**src/rtl/tc_irq_regs.sv**
```systemverilog
module tc_irq_regs #(
  parameter int NSRC = 6,
  parameter int AW   = 8,
  parameter int DW   = 32
) (
  input  logic            clk,
  input  logic            rst_n,
  input  logic [NSRC-1:0] evt,
  input  logic            rd_en,
  input  logic            wr_en,
  input  logic [AW-1:0]   addr,
  input  logic [DW-1:0]   wdata,
  output logic [DW-1:0]   rdata,
  output logic            irq
);
  localparam logic [AW-1:0] A_MSTAT = AW'('h60);
  localparam logic [AW-1:0] A_MPEND = AW'('h64);
  localparam logic [AW-1:0] A_STAT  = AW'('h68);
  localparam logic [AW-1:0] A_RAW   = AW'('h6C);
  localparam logic [AW-1:0] A_MASK  = AW'('h70);
  localparam logic [AW-1:0] A_CLR   = AW'('h74);

  logic [NSRC-1:0] pend, mask, clr, sel;
  logic [DW-1:0]   rd_mux;

  wire [NSRC-1:0] live = pend & mask;

  always_comb begin
    sel = '0;
    unique case (addr)
      A_MSTAT, A_MPEND: sel = live;
      A_STAT,  A_RAW:   sel = pend;
      A_MASK:           sel = mask;
      default:          sel = '0;
    endcase
    rd_mux = DW'(sel);
  end

  always_comb begin
    clr = '0;
    if (rd_en && (addr == A_STAT))  clr = clr | pend;
    if (rd_en && (addr == A_MSTAT)) clr = clr | live;
    if (wr_en && (addr == A_CLR))   clr = clr | wdata[NSRC-1:0];
  end

  always_ff @(posedge clk or negedge rst_n) begin
    if (!rst_n) begin
      pend  <= '0;
      mask  <= '0;
      irq   <= 1'b0;
      rdata <= '0;
    end else begin
      pend  <= (pend & ~clr) | evt;
      if (wr_en && (addr == A_MASK)) mask <= wdata[NSRC-1:0];
      irq   <= |live;
      rdata <= rd_en ? rd_mux : '0;
    end
  end

  assert_pend_source_R2: assert property (@(posedge clk) disable iff (!rst_n)
    $past(rst_n) |-> ((pend & ~$past(pend) & ~$past(evt)) == '0));

  assert_evt_beats_clear_R9: assert property (@(posedge clk) disable iff (!rst_n)
    $past(rst_n) |-> ((pend & $past(evt)) == $past(evt)));

  assert_raw_read_keeps_R3: assert property (@(posedge clk) disable iff (!rst_n)
    (rd_en && addr == A_RAW && !wr_en) |=> ((pend & $past(pend)) == $past(pend)));

  assert_mask_write_R7: assert property (@(posedge clk) disable iff (!rst_n)
    (wr_en && addr == A_MASK) |=> (mask == $past(wdata[NSRC-1:0])));

  assert_irq_on_R10: assert property (@(posedge clk) disable iff (!rst_n)
    (|(pend & mask)) |=> irq);

  assert_irq_off_R11: assert property (@(posedge clk) disable iff (!rst_n)
    ((pend & mask) == '0) |=> !irq);

  assert_clr_reads_zero_R8: assert property (@(posedge clk) disable iff (!rst_n)
    (rd_en && addr == A_CLR) |=> (rdata == '0));
endmodule

```
**config.mk**
```make
export PLATFORM = sky130hd
export DESIGN_NAME = tc_irq_regs
export DESIGN_NICKNAME = d
export VERILOG_FILES = /design/src/rtl/tc_irq_regs.sv
export SDC_FILE = /design/constraint.sdc
export NUM_CORES = 1
export LEC_CHECK = 0
export ABC_AREA = 1
export ABC_CLOCK_PERIOD_IN_PS = 2800
export BUFFER_PORTS_ARGS = -buffer_cell sky130_fd_sc_hd__buf_2
export CORE_AREA = 2 2 58 60
export DETAILED_ROUTE_END_ITERATION = 6
export DIE_AREA = 0 0 60 62
export PLACE_DENSITY_LB_ADDON = 0.25
export SLEW_MARGIN = 20
export SYNTH_ARGS = -nofsm -noshare
export SYNTH_HDL_FRONTEND = slang
export SYNTH_SLANG_ARGS = --single-unit
```
**constraint.sdc**
```tcl
create_clock -name clk -period 2.8 [get_ports clk]
set_clock_uncertainty 0.15 [all_clocks]
set_input_delay 0.56 -clock clk [delete_from_list [all_inputs] [get_ports clk]]
set_output_delay 0.56 -clock clk [all_outputs]
set_load 0.005 [all_outputs]
```
==> results of run 1 <==
[final timing paths]
| check | start | endpoint | slack [ns] | depth (start not counted) |
|---|---|---|---|---|
| min reg2reg | pend[3] | irq | 0.41 | 2 |
| min in group clk | evt[4] | pend[4] | 0.29 | 3 |
| max reg2reg | mask[4] | rdata[4] | 1.72 | 5 |
| max | addr[1] | mask[5] | 1.19 | 7 |
| min | rst_n | mask[4] | 0.03 | 1 |
| max in group asynchronous | rst_n | pend[3] | 2.18 | 1 |
[stage by stage]
| step | hold slack (ns) | cells | instance area (sq um) | worst slack, ns | utilization, % |
|---|---|---|---|---|---|
| final | 0.0269 | 257 | 1510 | 1.19 | 47.5 |
| after global routing | 0.0449 | 257 | 1510 | 1.07 | 47.5 |
| after CTS | 0.0325 | 257 | 1510 | 1.18 | 47.5 |
| after detailed placement | 0.372 | 253 | 1480 | 0.860 | 46.6 |
| after global placement | 0.369 | 253 | 1480 | 0.850 | 46.6 |
| after floorplan | 0.114 | 208 | 1520 | 1.24 | - |
[area by class of cell]
type / count / share of cell area, %
inverter: 32 / 8.13
tap: 46 / 3.81
clock buffer: 3 / 1.49
timing repair buffer: 30 / 9.95
clock inverter: 1 / 0.332
sequential: 19 / 31.5
multi-input combinational: 126 / 44.8
[report_power, final]
part,internal [W],switching [W],leakage [nW],total (W)
Combinational,0.0000290,0.0000555,0.637,0.0000845
Sequential,0.000282,0.00000571,0.232,0.000288
Clock,0.0000532,0.0000826,0.0177,0.000136
Total,0.000364,0.000144,0.887,0.000508
[logic make-up after synthesis]
logic type / Yosys count / share of synthesized area (%)
buffers and inverters: 63 / 25.6
AO/OA/AOI/OAI: 7 / 4.23
other: 1 / 0.264
flip-flops: 19 / 33.5
AND/OR/NAND/NOR: 93 / 36.4
[state kept, by name, summed over array words and instances (netlist names)]
register / flops
mask: 6
rdata: 6
irq: 1
pend: 6
[Yosys cell counts (all sizes together)]
cell,instances
nor2,15
conb,1
nand3,27
inv,32
o21ai,6
dfrtp,19
nand3b,7
buf,31
nand2,30
nand4,13
a21boi,1
nor3,1
[per-layer routing]
layer | track usage, % | up-vias
met3 | 3.52 | 0
met1 | 17.3 | 503
met2 | 29.8 | 38
li1 | - | 586
met5 | 0 | -
met4 | 2.86 | 0
==> results.md, run 1 <==
* Area fraction of the dominant cell type after synthesis at 33.5%
* Post-Syn Area at 1420 sq um
* Post-route DRC violation count at 0
* Buffers from clock root to sink, at most at 2
* First-pass DRT Iterations at 4
* Drt via density at 4.39
* Peak clock frequency supported by timing at 0.620 GHz
* Number of global-route vias before repair at 1030
* Commonest cells after routing, fill and taps aside: sky130_fd_sc_hd__buf_2, sky130_fd_sc_hd__inv_1, sky130_fd_sc_hd__nand2_1, sky130_fd_sc_hd__nand3_1, sky130_fd_sc_hd__conb_1
* Layout cell share with drive strength beyond 1 at 25.6%
* Final Power at 0.000508 W
* Number of buffers inserted by port buffering at 30
* Global-route wire length before repair at 4.41 mm
* Most common library cell in the layout ignoring fill and taps: sky130_fd_sc_hd__buf_2
* CTS buffer count at 3
* Maximum Capacitance Violations at 0
* Share of synthesized area occupied by flip-flops and latches at 33.5%
* Library cell occupying the most area in the post-synthesis netlist: sky130_fd_sc_hd__dfrtp_1
* Maximum resistive drop on vdd at 0.270 mV
* Setup TNS after final layout at 0 ns
* Multi-input combinational cell area at 676 sq um
* Leakage dissipation at 0.887 nW
* Drt initial violations at 25
* Total of endpoints with negative setup slack in the final report at 0
* Cell chain of the critical path: buf_2 > nor2_8 > inv_4 > nor2_8 > nand3_2 > nand2_1 > o21ai_2
* Diodes inserted at 0
* Total of flip-flops plus latches after synthesis at 19
* Source-to-sink clock delay at the later pin of the worst-skew pair at 0.30 ns
* FP Rows at 21
* Post-synthesis cell count at 183
* Initial antenna violation count at 0
* Post-CTS Resized at 0
* Count of final hold-check violations at 0
* # Post-CTS Setup Buffers at 0
* Per-instance average area after synthesis at 7.77 sq um
* Die Width at 60 um
* CTS tree: done
* Met1 WL at 1.07 mm
* Sinks on the clock net at 19
* Data required time of the critical path at 2.85 ns
* Synth warnings at 0
* Class of the most critical setup path: input pin to register
* Share of the clock period used by the worst path after layout at 57.6%
* Crit-path slowest cell: sky130_fd_sc_hd__nand3_2
* CP Data Arrival Time at 1.66 ns
* GRT Total Usage at 15.4%
* Clock edge transition at the registers on the reported setup and hold paths at 0.11 ns
* RD Place Congestion at 0.775
* Detailed-route via count at 1127
* Cell mode on critical path: sky130_fd_sc_hd__nor2_8
* Dominant cells by area after synthesis: sky130_fd_sc_hd__dfrtp_1, sky130_fd_sc_hd__buf_4, sky130_fd_sc_hd__nand3_1
* Routed length on met3 at 142 um
* Setup repair after global routing missed its margin: false
* Clock period minus final worst setup slack at 1.61 ns
* Hold crit path type: input pin to async pin
* Detailed-route wire length at 2.53 mm
* Count of hold buffers inserted by post-cts repair at 0
* Crit end category: register
* Total I/O pin count at 83
* Delay of the slowest critical-path stage at 0.29 ns
* Synthesis-to-finish area growth at 6.16%
* Remaining number of nets flagged by the antenna check after routing at 0
* Reg area at 475 sq um
* Root cell of the clock tree: sky130_fd_sc_hd__clkbuf_4
* Floorplan die area at 3720 sq um
* Cell class contributing the biggest share of worst-path delay: simple AND/OR/NAND/NOR gates
* Crit path buffers/inverters at 2
* Die extent in y at 62 um
* Total overflow reported by the global router at 0
* Max Slew Vio Count at 0
* CTS H-Tree Depth at 1
* Crit-path max FO at 14
* Initial standard-cell utilization of the core at 44.7%
* Post-layout nets at 262
* Startpoint type of the worst setup path: input pin
* Post-DR wirelength/cell at 9.84 um
* Filler cells at 332
* Top sig layer: met3
* Pin count of the biggest net entering global routing at 20
* Synth unique cells at 21
* Core area at 3180 sq um
* Outcome: complete, no violations
* PD cells at 337 nW/um^2
* Final HPWL from detailed placement at 1.97 mm
* Met2 routed wirelength at 1.32 mm
Power figures use the tool's default switching activity.
==> run 2: changes to the inputs <==
ABC_CLOCK_PERIOD_IN_PS = 1500   (was 2800)
CORE_AREA = 2 2 60 62   (was 2 2 58 60)
DIE_AREA = 0 0 62 64   (was 0 0 60 62)
clock period = 1.5 ns   (was 2.8 ns; I/O delays follow)
==> run 2 against run 1 <==
Compared with the run above:
- design area rose by 5.1%
- total power is 90% higher
- register-to-register slack worse by 1.3 ns
- worst hold slack lost 0.0024 ns
- largest cell class unchanged
- critical path type is now register to output port
- die area increased by 6.7%
- routed wire length rose by 3.3%
==> results.md, run 2 (synthesis results as in run 1) <==
* Most common library cell in the layout ignoring fill and taps: sky130_fd_sc_hd__buf_2
* Layout cell share with drive strength beyond 1 at 28.5%
* First-pass DRT Iterations at 4
* Filler cells at 376
* Detailed-route wire length at 2.61 mm
* Crit end category: output port
* FP Rows at 21
* Hold endpoint: pend[1]
* Number of buffers inserted by port buffering at 30
* Worst hold path cell count at 3
* PD cells at 608 nW/um^2
* Logic depth of the worst register-to-register path at 5
* Crit-path slowest cell: sky130_fd_sc_hd__dfrtp_1
* Post-Place Cells at 262
* Sinks on the clock net at 19
* Outcome: complete, no violations
* Maximum Capacitance Violations at 0
* Registers with the most flip-flops: mask (6), pend (6), rdata (6)
* Startpoint type of the worst setup path: register
* Crit-path max FO at 1
* Initial antenna violation count at 0
* Source-to-sink clock delay at the later pin of the worst-skew pair at 0.31 ns
* Final Power at 0.000965 W
* Maximum resistive drop on vdd at 0.431 mV
* Max Slew Vio Count at 0
* Drt initial violations at 30
* Number of global-route vias before repair at 966
* Endpoint of the most critical register-to-register path: rdata[3]
* Top sig layer: met4
* Cell chain of the critical path: buf_2
* Count of final hold-check violations at 0
* Routed length on met3 at 122 um
* Crit path buffers/inverters at 1
* Delay of the slowest critical-path stage at 0.37 ns
* Post-DR wirelength/cell at 9.79 um
* Post-route DRC violation count at 0
* Root cell of the clock tree: sky130_fd_sc_hd__clkbuf_4
* Beginning of the worst hold path: evt[1]
* GRT Total Usage at 14.6%
* Initial standard-cell utilization of the core at 43.3%
* Core area at 3280 sq um
* Hold crit path type: input pin to register
* Die Width at 62 um
* Die extent in y at 64 um
* Remaining number of nets flagged by the antenna check after routing at 0
* Peak clock frequency supported by timing at 0.812 GHz
* Diodes inserted at 0
* Met2 routed wirelength at 1.30 mm
* Non-filler instance count after layout at 267
* Setup TNS after final layout at 0 ns
* CP Data Arrival Time at 0.78 ns
* Fraction of the core area covered by cells at the end of the flow at 48.3%
* Class of the most critical setup path: register to output port
* Total I/O pin count at 83
* Setup repair after global routing missed its margin: false
* Final HPWL from detailed placement at 2.09 mm
* Met1 WL at 1.16 mm
* CTS tree: done
* CTS buffer count at 3
* Drt via density at 4.12
* Fin Hold WS at 0.0245 ns
* Pin count of the biggest net entering global routing at 20
* Clock edge transition at the registers on the reported setup and hold paths at 0.11 ns
* Share of the clock period used by the worst path after layout at 82.1%
* Floorplan die area at 3970 sq um
* Data required time of the critical path at 1.05 ns
* Buffers from clock root to sink, at most at 2
* Post-layout nets at 272
* CTS H-Tree Depth at 1
* Commonest cells after routing, fill and taps aside: sky130_fd_sc_hd__buf_2, sky130_fd_sc_hd__inv_1, sky130_fd_sc_hd__nand2_1, sky130_fd_sc_hd__nand3_1, sky130_fd_sc_hd__conb_1
* Detailed-route via count at 1101
* Post-CTS Resized at 0
* Total of endpoints with negative setup slack in the final report at 0
* Global-route wire length before repair at 4.32 mm
* Cell class contributing the biggest share of worst-path delay: flip-flops
* RD Place Congestion at 0.764
* RR Startpoint: mask[3]
* Total overflow reported by the global router at 0
* Leakage dissipation at 0.938 nW
* Clock period minus final worst setup slack at 1.23 ns
* Synthesis-to-finish area growth at 11.6%
* Worst reg-to-reg setup slack at 0.38 ns
## run 2: routing by layer
layer	GRT usage, %	up-vias
met2	22.5	30
li1	-	605
met5	0	-
met1	18.8	462
met3	4.25	4
met4	5.59	0
## run 2: repair_timing
item,CTS,global route
hold endpoints to repair,19,0
hold buffers,1,0
endpoints found under the setup margin,0,0
buffers inserted,0,0
## run 2: worst max-delay path by stage
stage,startpoint,endpoint,slack [ns],depth (start not counted)
final,rdata[4],rdata[4],0.27,1
after global routing,rdata[3],rdata[3],0.20,1
after CTS,rdata[4],rdata[4],0.25,1
after detailed placement,addr[1],mask[1],0.02,7
after global placement,addr[1],mask[4],0.004,7
after floorplan,addr[3],mask[4],0.20,8
## run 2: area by class of cell
class	instances	area, sq um	area share [%]
Clock inverter	1	5.00	0.315
Multi-Input combinational cell	126	676	42.6
Tap cell	46	57.6	3.63
Inverter	32	123	7.73
Sequential cell	19	475	30.0
Clock buffer	3	22.5	1.42
Timing Repair Buffer	40	228	14.4
## run 2: power breakdown
part	total, W	switching [W]	internal, W
Combinational	0.000171	0.000106	0.0000655
Clock	0.000258	0.000158	0.0000995
Sequential	0.000536	0.0000103	0.000526
Total	0.000965	0.000274	0.000691
## run 2: through the flow
step / setup WS, ns / area [sq um]
floorplan: 0.202 / 1520
global placement: 0.00351 / 1550
detailed placement: 0.0168 / 1550
CTS: 0.245 / 1590
global route: 0.203 / 1590
finish: 0.268 / 1590
